--- src/rtl/rsg_pkg.sv ---
// Package: shared types and constants for the receive status readout gate.
// Assumes status records are built from DW-bit bytes, byte 0 first.
package rsg_pkg;

    // Classification of one host read after arbitration.
    typedef enum logic [1:0] {
        RK_NONE = 2'd0,   // read ignored, no data-valid
        RK_DATA = 2'd1,   // FIFO data byte delivered
        RK_STAT = 2'd2,   // status record byte delivered
        RK_OVF  = 2'd3    // overflow end-of-frame delivered
    } rd_kind_e;

    // Bit of the status record that carries the overflow flag.
    localparam int OVF_FLAG_BIT = 7;

endpackage

--- src/rtl/rsg_decode.sv ---
// Module: rsg_decode
// Purely combinational arbitration of a host read. It decides whether the
// read returns data, a status byte, the overflow end-of-frame, or nothing.
// Assumes ovf_head is only raised once the frames ahead of the overflowed
// frame have been drained from the FIFO.
module rsg_decode
    import rsg_pkg::*;
(
    input  logic     rd_en,
    input  logic     rd_sel,
    input  logic     mode_direct,
    input  logic     fifo_empty,
    input  logic     ovf_head,
    input  logic     stat_pend,
    input  logic     stat_ready,
    output rd_kind_e kind
);

    logic stat_target;

    // Status is reached through the data path in direct mode, else by location.
    always_comb stat_target = mode_direct | rd_sel;

    // Priority: lockout, then status-location misses, overflow marker, data.
    always_comb begin
        kind = RK_NONE;
        if (rd_en) begin
            if (stat_pend) begin
                if (stat_target && stat_ready) kind = RK_STAT;
            end else if (rd_sel && !mode_direct) begin
                kind = RK_NONE;
            end else if (ovf_head) begin
                kind = RK_OVF;
            end else if (!fifo_empty) begin
                kind = RK_DATA;
            end
        end
    end

endmodule

--- src/rtl/rsg_status_seq.sv ---
// Module: rsg_status_seq
// Tracks the status lockout and the byte index into the status record.
// It selects between the supplied record and the synthetic overflow record.
// Assumes stat_word stays stable while stat_valid is high and a lockout is open.
module rsg_status_seq
    import rsg_pkg::*;
#(
    parameter int DW = 8,
    parameter int SB = 4
) (
    input  logic             clk,
    input  logic             rst_n,
    input  rd_kind_e         kind,
    input  logic             fifo_last,
    input  logic [DW*SB-1:0] stat_word,
    input  logic             stat_valid,
    output logic             stat_pend,
    output logic             stat_ready,
    output logic [DW-1:0]    stat_byte,
    output logic             stat_ack
);

    localparam int IDX_W = (SB > 1) ? $clog2(SB) : 1;
    localparam int REC_W = DW * SB;
    localparam logic [IDX_W-1:0] LAST_IDX = IDX_W'(SB - 1);
    localparam logic [REC_W-1:0] OVF_REC  = REC_W'(1) << OVF_FLAG_BIT;

    logic [IDX_W-1:0] idx_q;
    logic             ovf_rec_q;
    logic [REC_W-1:0] rec;

    // Open, advance and close the lockout and its byte index.
    always_ff @(posedge clk) begin
        if (!rst_n) begin
            stat_pend <= 1'b0;
            idx_q     <= '0;
            ovf_rec_q <= 1'b0;
        end else begin
            case (kind)
                RK_DATA: if (fifo_last) begin
                    stat_pend <= 1'b1;
                    ovf_rec_q <= 1'b0;
                end
                RK_OVF: begin
                    stat_pend <= 1'b1;
                    ovf_rec_q <= 1'b1;
                end
                RK_STAT: begin
                    if (idx_q == LAST_IDX) begin
                        idx_q     <= '0;
                        stat_pend <= 1'b0;
                        ovf_rec_q <= 1'b0;
                    end else begin
                        idx_q <= idx_q + 1'b1;
                    end
                end
                default: ;
            endcase
        end
    end

    // Pick the record in force and the byte the index points at.
    always_comb begin
        rec        = ovf_rec_q ? OVF_REC : stat_word;
        stat_byte  = rec[int'(idx_q)*DW +: DW];
        stat_ready = stat_pend & (ovf_rec_q | stat_valid);
        stat_ack   = (kind == RK_STAT) && (idx_q == LAST_IDX) && !ovf_rec_q;
    end

    // a nonzero byte index exists only inside a lockout
    a_r3_idx_needs_pend: assert property (@(posedge clk) disable iff (!rst_n)
        (idx_q != '0) |-> stat_pend);

    // the record acknowledge only happens inside a lockout
    a_r3_ack_in_lock: assert property (@(posedge clk) disable iff (!rst_n)
        stat_ack |-> stat_pend);

    // a synthetic overflow record is never acknowledged to the status source
    a_r10_ovf_no_ack: assert property (@(posedge clk) disable iff (!rst_n)
        ovf_rec_q |-> !stat_ack);

endmodule

--- src/rtl/rsg_irq.sv ---
// Module: rsg_irq
// Interrupt flag raised by an unmasked overflow end-of-frame and cleared by
// the host's read of the flag. Assumes irq_clr is a one-cycle pulse.
module rsg_irq
    import rsg_pkg::*;
(
    input  logic     clk,
    input  logic     rst_n,
    input  rd_kind_e kind,
    input  logic     irq_mask,
    input  logic     irq_clr,
    output logic     irq
);

    logic set_evt;

    // Set request from an unmasked overflow end-of-frame read.
    always_comb set_evt = (kind == RK_OVF) && !irq_mask;

    // Hold the flag; a set in the same cycle as a clear wins.
    always_ff @(posedge clk) begin
        if (!rst_n)       irq <= 1'b0;
        else if (set_evt) irq <= 1'b1;
        else if (irq_clr) irq <= 1'b0;
    end

    // irq only rises after an unmasked overflow read
    a_r9_rise_unmasked: assert property (@(posedge clk) disable iff (!rst_n)
        $rose(irq) |-> ($past(kind) == RK_OVF && !$past(irq_mask)));

endmodule

--- src/rtl/rx_stat_gate.sv ---
// Module: rx_stat_gate (top)
// Gates host reads of a receive FIFO and its per-frame status record, and
// registers the returned byte, data-valid and end-of-frame. Pops and
// acknowledges leave combinationally so the FIFO updates at the read's edge.
// Assumes one read per cycle at most and a FIFO that pops on fifo_pop.
module rx_stat_gate
    import rsg_pkg::*;
#(
    parameter int DW        = 8,
    parameter int SB        = 4,
    parameter int CNT_W     = 7,
    parameter int REQ_LEVEL = 4
) (
    input  logic             clk,
    input  logic             rst_n,
    input  logic             rd_en,
    input  logic             rd_sel,
    input  logic             mode_direct,
    output logic [DW-1:0]    rd_data,
    output logic             rd_valid,
    output logic             rd_eof,
    input  logic [DW-1:0]    fifo_data,
    input  logic             fifo_last,
    input  logic             fifo_empty,
    input  logic [CNT_W-1:0] fifo_count,
    input  logic             ovf_head,
    output logic             fifo_pop,
    output logic             ovf_ack,
    output logic             rx_req,
    input  logic [DW*SB-1:0] stat_word,
    input  logic             stat_valid,
    output logic             stat_ack,
    input  logic             irq_mask,
    input  logic             irq_clr,
    output logic             irq
);

    localparam logic [CNT_W-1:0] REQ_CNT = CNT_W'(REQ_LEVEL);

    rd_kind_e        kind;
    logic            stat_pend;
    logic            stat_ready;
    logic [DW-1:0]   stat_byte;

    rsg_decode u_dec (
        .rd_en       (rd_en),
        .rd_sel      (rd_sel),
        .mode_direct (mode_direct),
        .fifo_empty  (fifo_empty),
        .ovf_head    (ovf_head),
        .stat_pend   (stat_pend),
        .stat_ready  (stat_ready),
        .kind        (kind)
    );

    rsg_status_seq #(.DW(DW), .SB(SB)) u_seq (
        .clk        (clk),
        .rst_n      (rst_n),
        .kind       (kind),
        .fifo_last  (fifo_last),
        .stat_word  (stat_word),
        .stat_valid (stat_valid),
        .stat_pend  (stat_pend),
        .stat_ready (stat_ready),
        .stat_byte  (stat_byte),
        .stat_ack   (stat_ack)
    );

    rsg_irq u_irq (
        .clk      (clk),
        .rst_n    (rst_n),
        .kind     (kind),
        .irq_mask (irq_mask),
        .irq_clr  (irq_clr),
        .irq      (irq)
    );

    // FIFO-side strobes and the fill-level request, independent of lockout.
    always_comb begin
        fifo_pop = (kind == RK_DATA);
        ovf_ack  = (kind == RK_OVF);
        rx_req   = (fifo_count >= REQ_CNT);
    end

    // Register the result of this cycle's read for the host.
    always_ff @(posedge clk) begin
        if (!rst_n) begin
            rd_valid <= 1'b0;
            rd_eof   <= 1'b0;
            rd_data  <= '0;
        end else begin
            rd_valid <= (kind != RK_NONE);
            rd_eof   <= ((kind == RK_DATA) && fifo_last) || (kind == RK_OVF);
            case (kind)
                RK_DATA: rd_data <= fifo_data;
                RK_STAT: rd_data <= stat_byte;
                default: rd_data <= '0;
            endcase
        end
    end

    // the FIFO is never popped while a status lockout is pending
    a_r3_no_pop_locked: assert property (@(posedge clk) disable iff (!rst_n)
        stat_pend |-> !fifo_pop);

    // the FIFO is never popped while empty
    a_r6_no_pop_empty: assert property (@(posedge clk) disable iff (!rst_n)
        fifo_pop |-> !fifo_empty);

    // data-valid only follows a read strobe
    a_r2_valid_after_read: assert property (@(posedge clk) disable iff (!rst_n)
        rd_valid |-> $past(rd_en));

    // the overflow acknowledge never coincides with a pop
    a_r8_ack_no_pop: assert property (@(posedge clk) disable iff (!rst_n)
        ovf_ack |-> !fifo_pop);

endmodule

--- config.mk ---
export PLATFORM = sky130hd
export DESIGN_NAME = rx_stat_gate
export DESIGN_NICKNAME = d
export VERILOG_FILES = /design/src/rtl/rsg_pkg.sv /design/src/rtl/rsg_decode.sv /design/src/rtl/rsg_status_seq.sv /design/src/rtl/rsg_irq.sv /design/src/rtl/rx_stat_gate.sv
export SDC_FILE = /design/constraint.sdc
export NUM_CORES = 1
export LEC_CHECK = 0
export BUFFER_PORTS_ARGS = -buffer_cell sky130_fd_sc_hd__buf_4
export CAP_MARGIN = 20
export CORE_ASPECT_RATIO = 1.4
export CORE_MARGIN = 2
export CORE_UTILIZATION = 43
export DETAILED_ROUTE_END_ITERATION = 8
export HOLD_SLACK_MARGIN = 0.02
export PLACE_DENSITY = 0.82
export SYNTH_ARGS = -nofsm -noshare
export SYNTH_HDL_FRONTEND = slang
export SYNTH_HIERARCHICAL = 1
export SYNTH_SLANG_ARGS = --single-unit
export TNS_END_PERCENT = 5
--- constraint.sdc ---
create_clock -name clk -period 2.5 [get_ports clk]
set_input_delay 0.25 -clock clk [delete_from_list [all_inputs] [get_ports clk]]
set_output_delay 0.25 -clock clk [all_outputs]
set_load 0.1 [all_outputs]
==> results.md <==
- CP bufs+invs: 2
- Max Cap Viol: 0
- Worst reg2reg endpoint: rd_data[5]
- Placer Congestion: 0.734
- Startpoint types: flip-flop
- CP max-delay cell: dfxtp_1
- Async S/R FF share, synth: 0
- Synthesis-stage register bit count: 15
- Top cell type's share of synthesized area: 0.301
- Hold EP: rd_data[5]
- Global route overflow: 0
- Worst reg2reg startpoint: u_seq/ovf_rec_q
- CP arrival: 1.92 ns
- Worst-Skew Late Latency: 0.27 ns
- Sequential area share after synthesis: 0.301
- Max Freq: 461 MHz
- Mapped Nets: 169
- Total setup buffers inserted after CTS: 0
- Via count: 1035
- Initial DRC count: 15
- Clock Tree Buf Depth: 2
- Reg2reg setup slack: 0.71 ns
- Yosys top cell by area: dfxtp_1
- Crit path largest cell delay: 0.38 ns
- Predominant post-synthesis flop cell: dfxtp_1
- RSZ-0062 raised after global routing: no
- Initial Utilization: 0.459
- Final setup fails: 0
- Final Util: 0.714
- Worst Hold Class: in -> reg
- Detailed placer's ending HPWL: 2200 µm
- Largest net degree at the start of global routing: 18
- Clk_skew: 0.000285 ns
- Total track usage: 0.205
- Initial antenna violation count: 0
- Yosys warns: 6
- Vias in the first global route: 1035
- Cell count of the worst reg-to-reg path: 9
- Critical-path cell list: nor2_1 > nor2_1 > o211ai_1 > o21ai_1 > and2_1 > inv_1 > ha_2 > buf_4
- TritonRoute pass-1 iters: 4
- Max Slew Vio Count: 0
- Row count: 20
- WP data required: 2.25 ns
- Clk slew on worst S/H paths: 0.08 ns
- Hold Violations, Final: 0
- CTS tree: built
- Status: complete, no violations
- Tmin final: 2.17 ns
- Number of flops mapped to enable cells by yosys: 0
- Slew at the pin closest to its max-slew limit: 0.430 ns
- Detailed Route WL: 2520 µm
- Share of cells above drive strength 1: 0.506
- Remaining antenna violation count: 0
- Clock root cell: clkbuf_4
- CP endpoint kind: output pin
- I/O pins: 73
- Hold depth: 3
- Leak: 0.689 nW
- Residual DRC count: 0
- First-pass GRT wire length: 4170 µm
- Setup TNS Final: 0 ns
- Post-Syn Area per Cell: 9.42 µm²
- Height of the die: 61.0 µm
- Post-route clock period utilization: 0.868
- CTS buffer count: 3
- Worst hold start: fifo_data[5]
- Core area: 2180 µm²
- CP dominant cell by count: nor2_1
- Clk sinks: 15
- Hold buffer count at cts: 0
- Vias per std cell: 5.18
- Synth Cell Area: 998 µm²
- CP max FO: 10
- Max-Slew Margin vs Limit: 0.713
- Area Growth Syn to Fin: 55.8%
- Antenna Cells: 0
- DR WL/cell: 12.6 µm
- Synth area leaders: dfxtp_1, mux2i_1, a22oi_2
- Post-synth cell types: 29
- Final Net Count: 242
- Worst setup path start: u_seq/ovf_rec_q
- Port buffer count: 70
- # resized after CTS: 0
- Pwr per Cell Area: 399 nW/µm²
- Largest delay share family, worst path: buffers and inverters
- WS Path Type: reg -> out
- Worst ir drop on vdd: 0.326 mV
- Total die area: 2730 µm²
- Post-Syn Instances: 106
- H-tree depth: 1
- # fillers: 179
- Die width: 44.7 µm
==> cell type report <==
type / count / area (µm²) / share of cell area
multi-input cells: 83 / 642 / 0.413
well taps: 22 / 27.5 / 0.0177
flip-flops and latches: 15 / 300 / 0.193
repair buffers: 73 / 548 / 0.352
inverters: 3 / 11.3 / 0.00724
clock buffers: 4 / 26.3 / 0.0169
==> registers in the layout (all words and copies together), names as in the netlist <==
name             count
u_seq/ovf_rec_q      1
rd_valid             1
u_seq/stat_pend      1
rd_eof               1
u_seq/idx_q          2
u_irq/irq            1
rd_data              8
==> stage by stage <==
stage               instance area, µm²  std cells  worst slack [ns]  power, W  hold WS [ns]
finish                            1560        200             0.331  0.000620         0.206
global route                      1560        200             0.161  0.000654         0.194
CTS                               1550        200             0.144  0.000627         0.202
detailed placement                1530        196             0.449  0.000497         0.472
global placement                  1530        196             0.478  0.000490         0.461
floorplan                         1000        106             0.201  0.000403         0.378
==> layout by cell type, fill, tap and decap left out, types with 2 or more instances in the layout <==
cell type,synthesis,routed
nor2_1,14,13
nand2_1,5,5
a22oi_2,8,8
dfxtp_1,15,15
nand3b_1,3,3
o21ai_0,3,3
nor2b_1,4,4
nand2b_1,2,2
buf_4,0,73
mux2i_1,16,16
ha_1,5,4
o22ai_1,7,7
inv_1,3,3
a21oi_1,2,2
clkbuf_4,0,3
==> logic make-up after synthesis <==
logic type / count (synthesis) / synth area share
compound gates: 26 / 0.213
simple gates: 36 / 0.202
buf+inv: 8 / 0.0614
mux: 16 / 0.160
flops: 15 / 0.301
fa+ha+maj: 5 / 0.0627
==> layer usage <==
layer,wire (µm),GRT usage
met5,0,0
met4,61,0.0909
met3,135,0.0352
met2,1450,0.404
met1,871,0.204
==> synth_stat cells (2+ instances only) <==
| library cell | n |
|---|---|
| mux2i_1 | 16 |
| dfxtp_1 | 15 |
| nor2_1 | 14 |
| a22oi_2 | 8 |
| o22ai_1 | 7 |
| ha_1 | 5 |
| nand2_1 | 5 |
| buf_6 | 4 |
| nor2b_1 | 4 |
| inv_1 | 3 |
| nand3b_1 | 3 |
| o21ai_0 | 3 |
| a21oi_1 | 2 |
| nand2b_1 | 2 |
==> worst reg2reg max path, delay by kind of cell (launching register included) <==
| kind | cells | cell delay [ns] |
|---|---|---|
| buf+inv | 1 | 0.15 |
| simple gates | 4 | 0.42 |
| fa+ha+maj | 1 | 0.43 |
| compound gates | 3 | 0.29 |
| flops | 1 | 0.45 |
==> worst max path at each step <==
stage	cells after the start	end	slack [ns]
2_1_floorplan	6	rd_eof	0.20
3_3_place_gp	8	fifo_pop	0.48
3_5_place_dp	8	fifo_pop	0.45
4_1_cts	8	fifo_pop	0.14
5_1_grt	8	fifo_pop	0.16
6_report	8	fifo_pop	0.33
==> where the power goes <==
| group | switching [W] | internal [W] | total (W) |
|---|---|---|---|
| combinational | 0.000127 | 0.000109 | 0.000236 |
| clock | 0.0000686 | 0.0000617 | 0.000130 |
| sequential | 0.00000606 | 0.000248 | 0.000254 |
No activity file was read; power rests on OpenSTA's default activity.
